### config.mk
export PLATFORM = sky130hd
export DESIGN_NAME = can_fault_tracker
export DESIGN_NICKNAME = d
export VERILOG_FILES = /design/src/rtl/can_flt_pkg.sv /design/src/rtl/can_flt_counter.sv /design/src/rtl/can_flt_state.sv /design/src/rtl/can_fault_tracker.sv
export SDC_FILE = /design/constraint.sdc
export NUM_CORES = 1
export LEC_CHECK = 0
export BUFFER_PORTS_ARGS = -buffer_cell sky130_fd_sc_hd__buf_2
export CELL_PAD_IN_SITES_DETAIL_PLACEMENT = 1
export CELL_PAD_IN_SITES_GLOBAL_PLACEMENT = 2
export CORE_UTILIZATION = 32
export CTS_CLUSTER_DIAMETER = 60
export CTS_CLUSTER_SIZE = 24
export DETAILED_ROUTE_END_ITERATION = 10
export PLACE_DENSITY = 0.92
export SLEW_MARGIN = 10
export SYNTH_ARGS = -nofsm -noshare
export SYNTH_HDL_FRONTEND = slang
export SYNTH_SLANG_ARGS = --single-unit
### constraint.sdc
create_clock -name clk -period 2.85 [get_ports clk]
set_input_delay 0.4275 -clock clk [delete_from_list [all_inputs] [get_ports clk]]
set_output_delay 0.4275 -clock clk [all_outputs]
set_load 0.1 [all_outputs]
### src/rtl/can_flt_pkg.sv
package can_flt_pkg;
  localparam int KINDS = 5;

  typedef enum logic [2:0] {
    K_BIT   = 3'd0,
    K_STUFF = 3'd1,
    K_CRC   = 3'd2,
    K_FORM  = 3'd3,
    K_ACK   = 3'd4
  } err_kind_e;

  // One-hot flag vector for an error kind; codes beyond the last kind give zero.
  function automatic logic [KINDS-1:0] kind_to_flags(input logic [2:0] kind);
    logic [KINDS-1:0] f;
    f = '0;
    for (int i = 0; i < KINDS; i++)
      if (kind == 3'(i)) f[i] = 1'b1;
    return f;
  endfunction
endpackage

### src/rtl/can_flt_counter.sv
module can_flt_counter #(
  parameter int W    = 8,
  parameter int STEP = 1
) (
  input  logic         clk,
  input  logic         rst_n,
  input  logic         clr,
  input  logic         load,
  input  logic [W-1:0] load_val,
  input  logic         up,
  input  logic         down,
  output logic [W-1:0] cnt
);
  localparam logic [W-1:0] MAXV  = '1;
  localparam logic [W-1:0] STEPV = W'(STEP);

  function automatic logic [W-1:0] bump_up(input logic [W-1:0] v);
    return (v > MAXV - STEPV) ? MAXV : v + STEPV;
  endfunction

  function automatic logic [W-1:0] bump_down(input logic [W-1:0] v);
    return (v == '0) ? '0 : v - W'(1);
  endfunction

  always_ff @(posedge clk or negedge rst_n) begin
    if (!rst_n)    cnt <= '0;
    else if (clr)  cnt <= '0;
    else if (load) cnt <= load_val;
    else if (up)   cnt <= bump_up(cnt);
    else if (down) cnt <= bump_down(cnt);
  end
endmodule

### src/rtl/can_flt_state.sv
module can_flt_state #(
  parameter int W           = 8,
  parameter int WARN_LIM    = 96,
  parameter int PASSIVE_LIM = 127
) (
  input  logic         clk,
  input  logic         rst_n,
  input  logic [W-1:0] tec,
  input  logic [W-1:0] rec,
  output logic         tx_warn,
  output logic         rx_warn,
  output logic         warn_any,
  output logic         passive,
  output logic         warn_evt,
  output logic         passive_evt
);
  localparam logic [W-1:0] WARNV = W'(WARN_LIM);
  localparam logic [W-1:0] PASSV = W'(PASSIVE_LIM);

  logic warn_q, passive_q;

  assign tx_warn  = (tec >= WARNV);
  assign rx_warn  = (rec >= WARNV);
  assign warn_any = tx_warn | rx_warn;
  assign passive  = (tec > PASSV) | (rec > PASSV);

  always_ff @(posedge clk or negedge rst_n) begin
    if (!rst_n) begin
      warn_q    <= 1'b0;
      passive_q <= 1'b0;
    end else begin
      warn_q    <= warn_any;
      passive_q <= passive;
    end
  end

  assign warn_evt    = warn_any ^ warn_q;
  assign passive_evt = passive ^ passive_q;
endmodule

### src/rtl/can_fault_tracker.sv
module can_fault_tracker
  import can_flt_pkg::*;
#(
  parameter int CNT_W       = 8,
  parameter int WARN_LIM    = 96,
  parameter int PASSIVE_LIM = 127,
  parameter int TX_STEP     = 8,
  parameter int RX_STEP     = 1
) (
  input  logic             clk,
  input  logic             rst_n,
  input  logic             hold_mode,
  input  logic             load_en,
  input  logic [CNT_W-1:0] load_tec,
  input  logic [CNT_W-1:0] load_rec,
  input  logic             recover_req,
  input  logic             ev_err,
  input  logic [2:0]       ev_err_kind,
  input  logic             ev_err_rx,
  input  logic             ev_tx_ok,
  input  logic             ev_rx_ok,
  output logic [CNT_W-1:0] tec,
  output logic [CNT_W-1:0] rec,
  output logic             tx_warn,
  output logic             rx_warn,
  output logic             warn_any,
  output logic             err_passive,
  output logic             bus_off,
  output logic [KINDS-1:0] err_flags,
  output logic             err_dir,
  output logic             warn_evt,
  output logic             passive_evt
);
  localparam logic [CNT_W-1:0] CNT_MAX = '1;
  localparam logic [CNT_W-1:0] TX_TRIP = CNT_MAX - CNT_W'(TX_STEP);

  // Named internal events, also observed by the checker.
  logic accept, err_take, tx_inc, rx_inc, tx_dec, rx_dec, do_load, tx_trip;

  assign accept   = !hold_mode && !bus_off;
  assign err_take = accept && ev_err;
  assign tx_inc   = err_take && !ev_err_rx;
  assign rx_inc   = err_take &&  ev_err_rx;
  assign tx_dec   = accept && ev_tx_ok && !tx_inc;
  assign rx_dec   = accept && ev_rx_ok && !rx_inc;
  assign do_load  = hold_mode && load_en;
  assign tx_trip  = tx_inc && (tec > TX_TRIP);

  logic             up_v  [2];
  logic             dn_v  [2];
  logic [CNT_W-1:0] ld_v  [2];
  logic [CNT_W-1:0] cnt_v [2];

  assign up_v[0] = tx_inc;
  assign dn_v[0] = tx_dec;
  assign ld_v[0] = load_tec;
  assign up_v[1] = rx_inc;
  assign dn_v[1] = rx_dec;
  assign ld_v[1] = load_rec;

  for (genvar d = 0; d < 2; d++) begin : g_dir
    can_flt_counter #(
      .W    (CNT_W),
      .STEP ((d == 0) ? TX_STEP : RX_STEP)
    ) u_cnt (
      .clk      (clk),
      .rst_n    (rst_n),
      .clr      (recover_req),
      .load     (do_load),
      .load_val (ld_v[d]),
      .up       (up_v[d]),
      .down     (dn_v[d]),
      .cnt      (cnt_v[d])
    );
  end

  assign tec = cnt_v[0];
  assign rec = cnt_v[1];

  always_ff @(posedge clk or negedge rst_n) begin
    if (!rst_n)           bus_off <= 1'b0;
    else if (recover_req) bus_off <= 1'b0;
    else if (tx_trip)     bus_off <= 1'b1;
  end

  always_ff @(posedge clk or negedge rst_n) begin
    if (!rst_n) begin
      err_flags <= '0;
      err_dir   <= 1'b0;
    end else if (err_take) begin
      err_flags <= kind_to_flags(ev_err_kind);
      err_dir   <= ev_err_rx;
    end
  end

  can_flt_state #(
    .W           (CNT_W),
    .WARN_LIM    (WARN_LIM),
    .PASSIVE_LIM (PASSIVE_LIM)
  ) u_state (
    .clk         (clk),
    .rst_n       (rst_n),
    .tec         (tec),
    .rec         (rec),
    .tx_warn     (tx_warn),
    .rx_warn     (rx_warn),
    .warn_any    (warn_any),
    .passive     (err_passive),
    .warn_evt    (warn_evt),
    .passive_evt (passive_evt)
  );
endmodule

==> results of run 1 <==
synth_stat cells (3+ instances only):
library cell  number
nor2_1            23
nor3_1            14
a22oi_1            5
ha_1               8
nor2b_1            3
xnor2_1            6
clkbuf_1           4
mux2_2             4
nor4_1             3
and3_1             5
buf_2             10
o211ai_1           5
nand3_1           13
o21ai_0           18
a21oi_1           16
dfrtp_1           25
nand2_1           28
inv_1             12
nand2b_1           3
xor2_1             3
o41ai_1            3
a22o_1             3
o22ai_1            3
per-stage QoR:
stage	setup WS, ns	util, %
final	0.481	40.3
after global routing	0.325	40.3
after CTS	0.444	40.3
after detailed placement	0.744	39.4
after global placement	0.839	39.4
after floorplan	-0.271	-
power by group:
part           internal, mW  switching [mW]  total [mW]
Clock                 0.104           0.148       0.251
Combinational         0.269           0.749        1.02
Sequential            0.400          0.0971       0.498
Total                 0.773           0.993        1.77
area by class of cell:
cell class                 count  area (µm²)
clock inverter                 1        8.76
sequential                    25         626
tap                           75        93.8
timing repair buffer          56         280
inverter                      12        45.0
fill                         771        3620
clock buffer                   3        41.3
multi-input combinational    204        1350
registers in the layout, indices dropped and copies added, names as in the netlist:
| signal | flops |
|---|---|
| u_state.passive_q | 1 |
| g_dir.u_cnt.cnt | 16 |
| err_flags | 5 |
| bus_off | 1 |
| err_dir | 1 |
| u_state.warn_q | 1 |
final timing paths:
check | endpoint | slack, ns | cells after the start
min | g_dir[0].u_cnt.cnt[1] | 0.13 | 1
min in group clk | g_dir[0].u_cnt.cnt[3] | 0.34 | 3
max | warn_evt | 0.48 | 4
min reg2reg | err_flags[3] | 0.49 | 2
max in group asynchronous | u_state.warn_q | 2.31 | 1
max reg2reg | g_dir[1].u_cnt.cnt[0] | 0.68 | 6
kinds of logic (layout without fill, tap and decap cells):
kind of cell | Yosys count | after routing | synth area share, %
AND/OR/NAND/NOR | 114 | 114 | 31.1
AO/OA/AOI/OAI | 68 | 68 | 21.2
buffers and inverters | 28 | 72 | 6.12
flip-flops | 25 | 25 | 30.3
XOR/XNOR | 9 | 9 | 3.82
adder cells (fa/ha/maj) | 8 | 8 | 4.85
multiplexers | 5 | 5 | 2.66
routing by layer:
layer,global-route usage [%],up-vias
met5,0,-
met4,8.42,0
met3,2.75,11
met2,32.7,52
met1,26.9,1044
li1,-,1019
worst max-delay path, cell delays in order (launching register included):
cell and delay [ns]:
dfrtp_1 0.51, nor2_1 0.32, nand3_2 0.20, xor2_4 0.18, buf_2 0.43
==> impl_metrics.toml, run 1 <==
[logic_synthesis]
synth_edf_count = 0
synth_cell_type_count = 55
ys_top_cells_by_area = "dfrtp_1, nand2_1, ha_1, o21ai_0, nor2_1"
syn_area_mm2 = 0.00207
synth-warning-count = 0
synth.avg_cell_area_um2 = 8.04
synth-seq-cells = 25
synth_ff_type = "dfrtp_1"
synth_top_area_cell = "dfrtp_1"
netlist_instances = 257
yosysSeqAreaShare_pct = 30.3
syn_nets = 293
synth_top_area_share_pct = 30.3
synthArstFlopShare_pct = 100

[floorplan]
die_x_um = 82.3
die_h_um = 82.3
core_mm2 = 0.00606
io-pin-count = 57
row_count = 28
dieArea_mm2 = 0.00678
start_util_pct = 34.1

[route]
firstDrtPassIters = 4
totalWireLength_mm = 6.40
wl_met2_mm = 2.90
drt_iter0_markers = 85
m1WireLength_mm = 3.09
drc = 0
ant_nets = 0
wl_per_cell_um = 17.0
viasPerCell = 5.65
top_layer = "met4"
route.met3.wl_um = 276
vias = 2126

[layout]
antenna_cells = 0
area_delta_synth_final_pct = 18.1
layout.nets = 338
layout.cells.non_filler = 376
drive_above_1_share_pct = 26.2
final_common_cell = "buf_2"
final_cell_mix = "buf_2, nand2_1, dfrtp_1, nor2_1, o21ai_0"
stdcell_area_mm2 = 0.00244

[cts]
htree_levels = 1
clkSinkCount = 25
post-cts-setup-buffers = 0
cts_hold_buf = 0
clk_path_buf_depth = 2
cts_resized = 0
cts_root_buffer = "clkbuf_8"
clk_latency_ns = 0.30
cts.clk_slew.worst_paths_ns = 0.11
cts_tree = "built"
numCtsBuffers = 3

[sta]
fin_crit_sh_pct = 83.1
drv_slew = 0
setup-tns-final_ns = 0
setup-violations-final = 0
rsz0062_at_grt = "no"
fmax_mhz = 422
relSlewSlack_pct = 52.7
worst_slew_pin_slew_ns = 0.707
finalHoldViolCount = 0
period_minus_slack_ns = 2.37
hold_ws_ns = 0.127
skew_ns = 0.0103

[global_route]
antenna_found_initial = 0
grt_pass1_vias = 2074
grt_usage_pct = 20.2
grt_max_degree = 26
grt_overflow = 0
grt_pass1_wl_mm = 10.3

[power]
leakagePower_nw = 1.14
powerDensity_mw_per_mm2 = 724
power_mw = 1.77
max-vdd-ir-drop_mv = 0.413

[status]
status = "finished, final reports clean"

[worst_hold_path]
min_path_type = "primary input to async pin"

[job]
maxCapViolations = 0

[placed_design]
gp_congestion = 0.848
dp_cells = 372
hpwl_mm = 4.74
port_buffers = 56
dpl_cell_area_mm2 = 0.00239

[setup_path]
cp-start-kind = "flip-flop"
critical_path_class = "flip-flop to output port"
crit_fanout = 10
cp-end-kind = "output port"
worstPathArrival_ns = 1.94
crit_start = "g_dir[0].u_cnt.cnt[7]"
cp_data_required_time_ns = 2.42
rr_startpoint = "g_dir[1].u_cnt.cnt[0]"
Power figures use the tool's default switching activity.
==> inputs of run 2 (changes only) <==
- ABC_AREA: default -> 1
- CORE_UTILIZATION: 32 -> 25
- PLACE_DENSITY: 0.92 -> 0.83
- clock period: 2.85 -> 2 ns (I/O delays scaled with it)
==> run 2 against run 1 <==
Against the previous run:
- sequential share of layout area shrank 1.7 points
- critical path depth is the same
- routed wire length grew 6.7%
- combinational power grew 110%
- area after synthesis grew 6.7%
- non-clock buffer count grew 2
==> impl_metrics.toml, run 2 <==
[status]
status = "finished, final reports clean"

[setup_path]
worstPathArrival_ns = 1.59
r2r_end = "g_dir[0].u_cnt.cnt[4]"
crit_start = "g_dir[1].u_cnt.cnt[5]"
critical_path_class = "flip-flop to output port"
rr_startpoint = "bus_off"
ff2ff_path_depth = 9
cp-start-kind = "flip-flop"
cp_data_required_time_ns = 1.70
ff2ff_setup_slack_ns = 0.41
cp-end-kind = "output port"
crit_fanout = 9

[logic_synthesis]
syn_area_mm2 = 0.00220
synth-warning-count = 0
synth.area.mux_share_pct = 0
synth-simple-area-share_pct = 46.3
synth_edf_count = 0
synthAdderAreaFrac_pct = 4.54
syn_nets = 383
synthTopCellsByCount = "nand2_1, nor2_1, nand3_1, inv_1, dfrtp_1"
synth-seq-cells = 25
yosysSeqAreaShare_pct = 28.4
synth_top_area_share_pct = 28.4
synth-compound-area-share_pct = 7.32
synthArstFlopShare_pct = 100
synthXorXnorAreaFrac_pct = 3.18
yosysMostFrequentCell = "nand2_1"
synth_top_area_cell = "dfrtp_1"
netlist_instances = 347
ys_top_cells_by_area = "dfrtp_1, nand2_1, nor2_1, nand3_1, inv_1"
synth.avg_cell_area_um2 = 6.35
synth_ff_type = "dfrtp_1"
synth_top_family_by_area = "simple AND/OR/NAND/NOR gates"
synth_cell_type_count = 27

[cts]
clkSinkCount = 25
clk_latency_ns = 0.27
cts_tree = "built"
post-cts-setup-buffers = 0
cts_resized = 0
cts.clk_slew.worst_paths_ns = 0.10
cts_hold_buf = 0
cts_root_buffer = "clkbuf_8"
clk_path_buf_depth = 2
htree_levels = 1
numCtsBuffers = 3

[layout]
multi_input_area_mm2 = 0.00140
largest-register = "g_dir.u_cnt.cnt"
final_cell_mix = "nand2_1, buf_2, nor2_1, nand3_1, inv_1"
area.sequential_um2 = 643
drive_above_1_share_pct = 25.7
largest_reg_flops = 16
antenna_cells = 0
nFillCells = 1123
area_delta_synth_final_pct = 21.9
layout.nets = 434
final_common_cell = "nand2_1"
reg_top3 = "g_dir.u_cnt.cnt: 16 flops, err_flags: 5 flops"

[global_route]
grt_max_degree = 30
grt_pass1_vias = 2424
grt_usage_pct = 15.7
grt_pass1_wl_mm = 11.4
antenna_found_initial = 0
grt_overflow = 0

[route]
drc = 0
ant_nets = 0
vias = 2307
firstDrtPassIters = 4
totalWireLength_mm = 6.83
viasPerCell = 4.60
drt_iter0_markers = 61
wl_per_cell_um = 13.6

[placed_design]
hpwl_mm = 5.31
port_buffers = 56
gp_congestion = 0.847

[floorplan]
io-pin-count = 57
dieArea_mm2 = 0.00920
row_count = 33
die_x_um = 95.9
die_h_um = 95.9
start_util_pct = 26.3
core_mm2 = 0.00838

[power]
leakagePower_nw = 1.47
powerDensity_mw_per_mm2 = 1210
max-vdd-ir-drop_mv = 0.347
power_mw = 3.26

[sta]
finalHoldViolCount = 0
fin_crit_sh_pct = 94.6
skew_ns = 0.00654
drv_slew = 0
worst_slew_pin_slew_ns = 0.634
fmax_mhz = 528
setup-violations-final = 0
relSlewSlack_pct = 57.8
rsz0062_at_grt = "no"
period_minus_slack_ns = 1.89
setup-tns-final_ns = 0

[worst_hold_path]
min_path_type = "primary input to async pin"

[job]
maxCapViolations = 0
-- run 2: changes by cell type after synthesis, moves of 6 or more --
| cell | before | now |
|---|---|---|
| a21oi_1 | 16 | 2 |
| inv_1 | 12 | 31 |
| inv_2 | 0 | 8 |
| nand2_1 | 28 | 120 |
| nand3_1 | 13 | 32 |
| nand4_1 | 2 | 8 |
| nor2_1 | 23 | 47 |
| nor2_4 | 1 | 7 |
| nor3_1 | 14 | 0 |
| o21ai_0 | 18 | 12 |
| o21ai_1 | 1 | 8 |
-- run 2: layer usage --
metal  track usage, %  wire (µm)
met5                0          0
met4             2.99         24
met3             1.82        160
met2             28.9       3530
met1             19.6       3110
-- run 2: worst max-delay path by stage --
stage               cells after the start  slack [ns]       end
floorplan                               4       -1.30  warn_evt
global placement                        4        0.37  warn_evt
detailed placement                      4        0.37  warn_evt
CTS                                     4        0.05  warn_evt
global route                            4        0.05  warn_evt
finish                                  4        0.11  warn_evt
-- run 2: cell families (layout without fill, tap and decap cells) --
logic type / count (synthesis) / in the layout
flip-flops: 25 / 25
AND/OR/NAND/NOR: 227 / 227
AO/OA/AOI/OAI: 28 / 28
XOR/XNOR: 8 / 8
buffers and inverters: 51 / 101
adder cells (fa/ha/maj): 8 / 8
-- run 2: worst max-delay path, stage by stage, from the launching register on --
cell and delay, ns:
dfrtp_4 0.55, nand2_2 0.11, nand4_1 0.24, xor2_4 0.24, buf_12 0.18
-- run 2: cell type report --
class                   count  area share, %
inverters                  39           5.45
flip-flops and latches     25           23.9
multi-input cells         271           52.0
well taps                 105           4.89
repair buffers             58           12.1
clock buffers               4           1.68
-- run 2: power by group --
group	total, mW	switching, mW	internal [mW]
Sequential	0.807	0.200	0.607
Clock	0.320	0.177	0.143
Combinational	2.13	1.60	0.536
Total	3.26	1.98	1.29
-- run 2: per-stage QoR --
stage,hold WS (ns),util [%],instance area (µm²),cells,worst slack [ns]
after floorplan,0.00441,-,2270,347,-1.30
after global placement,0.371,31.5,2640,498,0.372
after detailed placement,0.368,31.5,2640,498,0.372
after CTS,0.0634,32.1,2690,502,0.0484
after global routing,0.0872,32.1,2690,502,0.0501
final,0.0383,32.1,2690,502,0.107
==> inputs of run 3 (changes only) <==
- CORE_UTILIZATION: 25 -> 30
- PLACE_DENSITY: 0.83 -> default
- PLACE_DENSITY_LB_ADDON: default -> 0.1
- RECOVER_POWER: default -> 50
- clock period: 2 -> 2.4 ns (I/O delays scaled with it)
==> run 3 against run 2 <==
Against the previous run:
- cell count is 2.0% lower
- critical path depth is the same
- flip-flop and latch count unchanged
- first-iteration DRC count decreased by 31%
- final area down 2.9%
- global-route usage up 2.8 points
- sequential power down 18%
- sequential share of layout area grew 0.47 points
- the run now ends with max-capacitance violations, max-slew violations left
- count of clock-buffer cells in the layout decreased by 1
- clock skew grew 0.0060 ns
- highest routed layer unchanged
==> impl_metrics.toml, run 3 (synthesis gave the netlist of run 2 again) <==
[status]
status = "finished, violations left"
violations = "max-capacitance violations, max-slew violations"

[global_route]
grt_pass1_vias = 2435
grt_usage_pct = 18.5
grt_max_degree = 30
antenna_found_initial = 0
grt_pass1_wl_mm = 11.3
grt_overflow = 0

[layout]
largest-register = "g_dir.u_cnt.cnt"
drive_above_1_share_pct = 22.2
layout.nets = 433
area_delta_synth_final_pct = 18.4
nFillCells = 955
largest_reg_flops = 16
final_cell_mix = "nand2_1, buf_2, nor2_1, nand3_1, inv_1"
fin_util_pct = 37.6
antenna_cells = 0
stdcell_area_mm2 = 0.00261
reg_top3 = "g_dir.u_cnt.cnt: 16 flops, err_flags: 5 flops"
final_common_cell = "nand2_1"

[floorplan]
row_count = 30
io-pin-count = 57
dieArea_mm2 = 0.00770
die_x_um = 87.7
die_h_um = 87.7
core_mm2 = 0.00694
start_util_pct = 31.7

[setup_path]
cp-end-kind = "output port"
rr_startpoint = "bus_off"
ff2ff_setup_slack_ns = 0.61
ff2ff_path_depth = 10
cp_data_required_time_ns = 2.04
path_cells = "inv_1 -> nand4_1 -> xor2_4 -> buf_2"
r2r_end = "g_dir[0].u_cnt.cnt[5]"
crit_family = "buffers and inverters"
worst-path-buf-inv = 2
worst_path_largest_cell_delay_ns = 0.49
critical_path_class = "flip-flop to output port"
crit_fanout = 8
cp-start-kind = "flip-flop"
cp_slowest_cell = "dfrtp_1"
cp_num_cells = 4
worstPathArrival_ns = 1.87

[route]
wl_met2_mm = 3.22
viasPerCell = 4.68
totalWireLength_mm = 6.60
vias = 2303
firstDrtPassIters = 4
ant_nets = 0
drc = 0
m1WireLength_mm = 3.21
wl_per_cell_um = 13.4
route.met3.wl_um = 106
top_layer = "met4"
drt_iter0_markers = 42

[cts]
cts_tree = "built"
cts_root_buffer = "clkbuf_8"
post-cts-setup-buffers = 0
htree_levels = 1
cts.clk_slew.worst_paths_ns = 0.11
cts_resized = 0
clk_latency_ns = 0.28
clkSinkCount = 25
clk_path_buf_depth = 2
cts_hold_buf = 0
numCtsBuffers = 3

[sta]
setup-tns-final_ns = 0
setup-violations-final = 0
setup_ws_ns = 0.173
hold_ws_ns = 0.275
relSlewSlack_pct = -3.08
period_minus_slack_ns = 2.23
drv_slew = 26
finalHoldViolCount = 0
fmax_mhz = 449
worst_slew_pin_slew_ns = 1.55
fin_crit_sh_pct = 92.8
skew_ns = 0.0125
rsz0062_at_grt = "no"

[worst_hold_path]
hp-start = "ev_err_kind[1]"
min_to = "err_flags[1]"
hold_depth = 2
min_path_type = "primary input to flip-flop"

[job]
maxCapViolations = 1

[placed_design]
gp_congestion = 0.740
port_buffers = 56
dpl_cell_area_mm2 = 0.00258
place_ws_ns = 0.510
hpwl_mm = 5.10

[power]
max-vdd-ir-drop_mv = 0.401
leakagePower_nw = 1.43
powerDensity_mw_per_mm2 = 1000
==> run 3: cell types whose count changed in the layout (fill, tap and decap cells not counted), moves of 2 or more <==
cell	before	now
nand2_2	5	3
clkbuf_1	1	6
buf_2	54	50
dfrtp_1	15	20
dfrtp_2	8	3
nand2_1	119	121
buf_12	2	0
==> run 3: power by group <==
| part | switching (mW) | internal (mW) |
|---|---|---|
| clock | 0.164 | 0.118 |
| sequential | 0.159 | 0.502 |
| combinational | 1.31 | 0.360 |
| total | 1.63 | 0.980 |
==> run 3: worst reg2reg max path: cells and delay by family, from the launching register on <==
family,cells,cell delay (ns)
DFF,1,0.43
buffers and inverters,1,0.12
and+or+nand+nor,9,1.13
==> run 3: cell type report <==
cell class	instances	area (µm²)	area share [%]
Clock buffer	3	41.3	1.58
Clock inverter	1	7.51	0.288
Inverter	39	146	5.61
Multi-Input combinational cell	271	1380	52.8
Sequential cell	25	637	24.4
Tap cell	96	120	4.60
Timing Repair Buffer	57	280	10.7
==> run 3: worst max path at each step <==
stage / end / start / slack [ns]
2_1_floorplan: warn_evt / g_dir[0].u_cnt.cnt[5] / -0.96
3_3_place_gp: warn_evt / g_dir[1].u_cnt.cnt[5] / 0.52
3_5_place_dp: warn_evt / g_dir[1].u_cnt.cnt[5] / 0.51
4_1_cts: warn_evt / g_dir[1].u_cnt.cnt[5] / 0.19
5_1_grt: warn_evt / g_dir[1].u_cnt.cnt[7] / 0.06
6_report: warn_evt / g_dir[1].u_cnt.cnt[7] / 0.17
==> run 3: layer usage <==
| layer | up-vias | GRT usage [%] |
|---|---|---|
| met5 | - | 0 |
| met2 | 23 | 32.9 |
| met3 | 6 | 1.79 |
| met1 | 1082 | 24.3 |
| met4 | 0 | 3.73 |
| li1 | 1192 | - |
==> run 3: per-stage QoR <==
| stage | std cells | power [mW] |
|---|---|---|
| detailed placement | 488 | 2.36 |
| finish | 492 | 2.61 |
| floorplan | 347 | 2.08 |
| global route | 492 | 2.80 |
| CTS | 492 | 2.65 |
| global placement | 488 | 2.35 |
